[src/rtl/dice_pkg.sv]
package dice_pkg;

    // Level of the active-low play button after synchronisation.
    typedef enum logic {
        BTN_HELD = 1'b0,
        BTN_FREE = 1'b1
    } btn_e;

endpackage

[src/rtl/dice_sync.sv]
module dice_sync #(
    parameter int unsigned STAGES = 2
) (
    input  logic clk,
    input  logic rst,
    input  logic d_n,
    output logic q_n
);
    import dice_pkg::*;

    typedef struct packed {
        logic [STAGES-1:0] chain;
    } sync_t;

    sync_t s_d, s_q;

    always_comb begin
        s_d = s_q;
        if (rst) begin
            s_d.chain = {STAGES{BTN_FREE}};
        end else begin
            s_d.chain[0] = d_n;
            for (int i = 1; i < STAGES; i++) begin
                s_d.chain[i] = s_q.chain[i-1];
            end
        end
    end

    always_ff @(posedge clk) begin
        s_q <= s_d;
    end

    assign q_n = s_q.chain[STAGES-1];

endmodule

[src/rtl/dice_fsm.sv]
module dice_fsm #(
    parameter int unsigned FACES  = 6,
    parameter int unsigned FACE_W = 3
) (
    input  logic              clk,
    input  logic              rst,
    input  logic              btn_n,
    output logic [FACE_W-1:0] face
);
    import dice_pkg::*;

    localparam logic [FACE_W-1:0] FIRST = FACE_W'(1);
    localparam logic [FACE_W-1:0] LAST  = FACE_W'(FACES);

    typedef struct packed {
        logic [FACE_W-1:0] face;
    } fsm_t;

    fsm_t f_d, f_q;
    logic held;
    logic legal;

    assign held  = (btn_n == BTN_HELD);
    assign legal = (f_q.face >= FIRST) && (f_q.face <= LAST);

    always_comb begin
        f_d = f_q;
        if (rst || !legal) begin
            f_d.face = FIRST;
        end else if (held) begin
            f_d.face = (f_q.face == LAST) ? FIRST : f_q.face + FIRST;
        end
    end

    always_ff @(posedge clk) begin
        f_q <= f_d;
    end

    assign face = f_q.face;

endmodule

[src/rtl/dice_roller.sv]
module dice_roller #(
    parameter  int unsigned FACES       = 6,
    parameter  int unsigned SYNC_STAGES = 2,
    localparam int unsigned FACE_W      = $clog2(FACES + 1)
) (
    input  logic              clk,
    input  logic              rst,
    input  logic              play_n,
    output logic [FACE_W-1:0] face
);
    logic btn_sync_n;

    dice_sync #(.STAGES(SYNC_STAGES)) i_sync (
        .clk (clk),
        .rst (rst),
        .d_n (play_n),
        .q_n (btn_sync_n)
    );

    dice_fsm #(.FACES(FACES), .FACE_W(FACE_W)) i_fsm (
        .clk   (clk),
        .rst   (rst),
        .btn_n (btn_sync_n),
        .face  (face)
    );

endmodule

[config.mk]
export PLATFORM = sky130hd
export DESIGN_NAME = dice_roller
export DESIGN_NICKNAME = d
export VERILOG_FILES = /design/src/rtl/dice_pkg.sv /design/src/rtl/dice_sync.sv /design/src/rtl/dice_fsm.sv /design/src/rtl/dice_roller.sv
export SDC_FILE = /design/constraint.sdc
export NUM_CORES = 1
export LEC_CHECK = 0
export BUFFER_PORTS_ARGS = -buffer_cell sky130_fd_sc_hd__buf_2
export CAP_MARGIN = 20
export CORE_AREA = 4 4 41 43
export DETAILED_ROUTE_END_ITERATION = 10
export DIE_AREA = 0 0 45 47
export SYNTH_ARGS = -nofsm -noshare
export SYNTH_HDL_FRONTEND = slang
export SYNTH_SLANG_ARGS = --single-unit
export TNS_END_PERCENT = 20
[constraint.sdc]
create_clock -name clk -period 0.93 [get_ports clk]
set_clock_uncertainty 0.2 [all_clocks]
set_input_delay 0 -clock clk [delete_from_list [all_inputs] [get_ports clk]]
set_output_delay 0 -clock clk [all_outputs]
set_load 0.01 [all_outputs]
# After elaboration in Yosys (flattened, before gate mapping)
# Index checks and enable logic that the tools add are counted.
dict set report totals {
  register_bits 5
  in_bits 3
  output_inout_bits 3
  word_cells 10
}
dict set report classes {
  n_addsub 1
  magnitude_cmp 2
  eq_ne 1
  mux 1
  n_reduce_logical 3
}
# cell n
set op_table {}
lappend op_table {{$add 3x1->3 const B} 1}
lappend op_table {{$eq 3x3->1 const B} 1}
lappend op_table {{$ge 3x1->1 const B} 1}
lappend op_table {{$le 3x3->1 const B} 1}
lappend op_table {{$mux 3} 1}
lappend op_table {{$logic_and 1x1->1} 1}
lappend op_table {{$logic_not 1->1} 1}
lappend op_table {{$logic_or 1x1->1} 1}

# Depth between registers and ports, before layout
dict set report logic_depth {
  ltp_word 4
  ltp_mapped 3
  mapped_depth_nobuf 3
}

# Hierarchy
# A second synthesis with hierarchy kept.
dict set report hier_totals {
  hier_cells 20
  hier_area_um2 203.9
}
# mod instances cells_each area_per_inst_um2 seq_area_each_um2
set modules_own_cells {}
lappend modules_own_cells {dice_fsm 1 16 151.4 60.1}
lappend modules_own_cells {dice_sync 1 4 52.6 40.0}

# Worst setup path before layout
# Ideal clock, no wire load.
dict set report synth_timing {
  path_kind {flip-flop to flip-flop}
  from {register i_fsm.f_q, in the netlist i_fsm.face[0]}
  to {register i_fsm.f_q, in the netlist i_fsm.face[2]}
  t_arrival_ns 0.802
  required_time_ns 0.611
  path_slack_ns -0.191
  stages_incl_launch_ff 4
  path_buffers 0
  path_cell_list {dfxtp_1 > and2b_2 > o21ai_0 > a21oi_1}
}
dict set report synth_via {
  elab_chain_cells 4
  elab_cells_between_ends 8
}
# element line
set synth_rtl {}
lappend synth_rtl {{start, declared} dice_fsm.sv:19} ;# fsm_t f_d, f_q;
lappend synth_rtl {{start signal, assigned} dice_fsm.sv:36} ;# f_q <= f_d;
lappend synth_rtl {{$ge 3x1->1 / $le 3x3->1 (equally long branches)} dice_fsm.sv:24} ;# assign legal = (f_q.face >= FIRST) && (f_q.face <= LAST);
lappend synth_rtl {{$logic_and 1x1->1} dice_fsm.sv:24}
lappend synth_rtl {{$logic_not 1->1} dice_fsm.sv:28} ;# if (rst || !legal) begin
lappend synth_rtl {{$logic_or 1x1->1} dice_fsm.sv:28}
# Several ways; a longest one is shown, not always the timed one.
# A chain may end at the register's enable or synchronous reset.

# Worst setup path after layout
# Same ends and word-level chain as after synthesis.

==> out/summary.txt <==
Arr. time, crit path: 0.99 ns
die width: 45 um
detailed placement HPWL: 291 um
Routed Antenna Nets: 0
CTS Buf Count: 3
GRT met1 Usage: 5.24%
Hold Buf Count CTS: 1
Hold Crit Class: input pin to flip-flop
Hold Path Depth: 2
Synth area leader: dfxtp_1
YS warnings: 0
final worst slack: -0.124 ns
Antenna Cells: 0
worst-case reg-to-reg path depth: 3
grt met2 use: 7.34%
layout cell share with drive strength beyond 1: 54.5%
Port Buffer Count: 5
CP Class: flip-flop to flip-flop
Synth Cell Area: 200 um2
Synth top cells by count: 5 x dfxtp_1, 3 x inv_1, 3 x o21ai_0
busiest metal layer after global routing: met3
first-pass GRT wire length: 765 um
Max Slew Vio Count: 0
Clock Latency Late Sink: 0.24 ns
Yosys top cell area share: 50.0%
Starting Density: 15.4%
Routability Congestion: 0.634
drt wl/cell: 8.81 um
Worst setup SP type: flip-flop
global-route met3 utilization: 8.43%
CTS tree: done
Cell Rows: 13
root buffer cell: clkbuf_4
core area: 1300 um2
Synth-to-Final Area Change: 59.4%
CTS Buffer Depth: 2
Synth Register Bits: 5
Worst EP required: 0.86 ns
Routed WL: 423 um
vias in the first global route: 180
fin crit period: 1.05 ns
asr flop ratio synth: 0%
Final Cell Area: 319 um2
# Max-Cap Violations: 0
Post-Syn Area per Cell: 9.10 um2
clock slew at the register clock pins of the worst setup and hold paths: 0.04 ns
sequential share of the synthesized area: 50.0%
Placed Cells: 43
Die ar.: 2120 um2
Final Non-Filler Cells: 48
Initial DRC Count: 0
adder-cell area share of the yosys netlist: 0%
via count: 184
Post-Synth XOR/XNOR Area: 0%
RSZ-0062 raised after global routing: true
endpoints failing setup: 4
buffer count from post-CTS setup fixing: 0
Die Y-Extent: 47 um
count leader, synth: dfxtp_1
Setup crit end kind: flip-flop
nets: 37
Placed Area: 255 um2
Residual DRC: 0
Crit Path Max Fanout: 4
total gr overflow: 0
Leak: 0.000139 uW
Synth Area in Compound Gates: 21.9%
overall routing resource usage: 6.09%
largest net degree at the start of global routing: 8
Synth area leaders: dfxtp_1 50%, o21ai_0 7.5%, or2_2 6.3%
Tightest Pin Transition: 0.131 ns
Post-Synth Simple-Gate Area: 22.5%
Clock Sinks: 5
max frequency: 949 MHz
I/O pin cnt: 6
Hold Violations, Final: 4
vias per std cell: 3.83
H-tree levels: 1
VDD IR max: 0.788 mV
Net Count, Synth: 25
Mapped Cells: 22
final period utilization: 113%
setup TNS: -0.420 ns
EDFF count, synth: 0
pre-CTS WS: -0.127 ns
drt first pass iters: 1
top_reg_cell synth: dfxtp_1
P per Cell Area: 1630 nW/um2
Worst Hold Slack: -0.265 ns
initial antenna violation count: 0
failing checks: negative hold slack, negative setup slack
relative slew slack: 91.2%
largest family of logic cells by synthesized area: simple AND/OR/NAND/NOR gates
status: finished, violations left
mux share of post-synthesis cell area: 0%
Distinct cells, synth: 11
-- worst max-delay path, stage by stage (launching register included) --
cell     delay, ns
dfxtp_2       0.33
and2b_2       0.22
o21ai_1       0.12
a21oi_1       0.07
-- flip-flops by register name, indices dropped and copies added, names as in the netlist --
name / cells
i_fsm.face: 3
i_sync.s_q: 2
-- area by class of cell --
class / instances / area [um2]
clock buffers: 4 / 26.3
inverters: 3 / 11.3
well taps: 15 / 18.8
multi-input cells: 14 / 93.8
repair buffers: 7 / 58.8
fillers: 147 / 982
flip-flops and latches: 5 / 110
-- where the power goes --
| part | leakage [uW] | internal, uW | switching [uW] |
|---|---|---|---|
| Clock | 0.0000150 | 162 | 91.6 |
| Sequential | 0.0000417 | 221 | 8.45 |
| Combinational | 0.0000825 | 24.0 | 14.5 |
-- cell families (layout without fill, tap and decap cells) --
logic type | count (synthesis) | count (layout)
AO/OA/AOI/OAI | 7 | 7
buffers and inverters | 3 | 14
flip-flops | 5 | 5
AND/OR/NAND/NOR | 7 | 7
-- final timing paths --
path                  from            end  slack (ns)
max reg2reg  i_fsm.face[0]  i_fsm.face[2]       -0.12
min reg2reg  i_sync.s_q[0]  i_sync.s_q[1]        0.20
min                 play_n  i_sync.s_q[0]       -0.27
max          i_fsm.face[0]  i_fsm.face[2]       -0.12
-- timing repair --
action / in CTS / in global routing
gates resized for setup: 5 / 2
endpoints found under the setup margin: 5 / 6
endpoints found under the hold margin: 5 / 4
-- metrics by stage --
| step | util [%] | power, uW |
|---|---|---|
| 2_1_floorplan | - | 251 |
| 3_3_place_gp | 19.6 | 265 |
| 3_5_place_dp | 19.6 | 266 |
| 4_1_cts | 23.8 | 533 |
| 5_1_grt | 24.5 | 563 |
| 6_report | 24.5 | 522 |
-- layer usage --
layer	wire length, um	share of wire [%]	vias up
met2	177	42	9
met1	163	39	80
li1	-	-	95
met5	0	0	-
met4	0	0	0
met3	81	19	0
-- placed cells by master (no fill, tap or decap), drive strengths merged --
cell / count
a21o: 1
a21oi: 2
and2b: 1
buf: 6
clkbuf: 4
dfxtp: 5
dlygate4sd3: 1
inv: 3
nand2: 2
nand3b: 1
nor2b: 1
o21ai: 3
o221a: 1
or2: 2
Note: power is estimated with default switching activity, not from simulation.
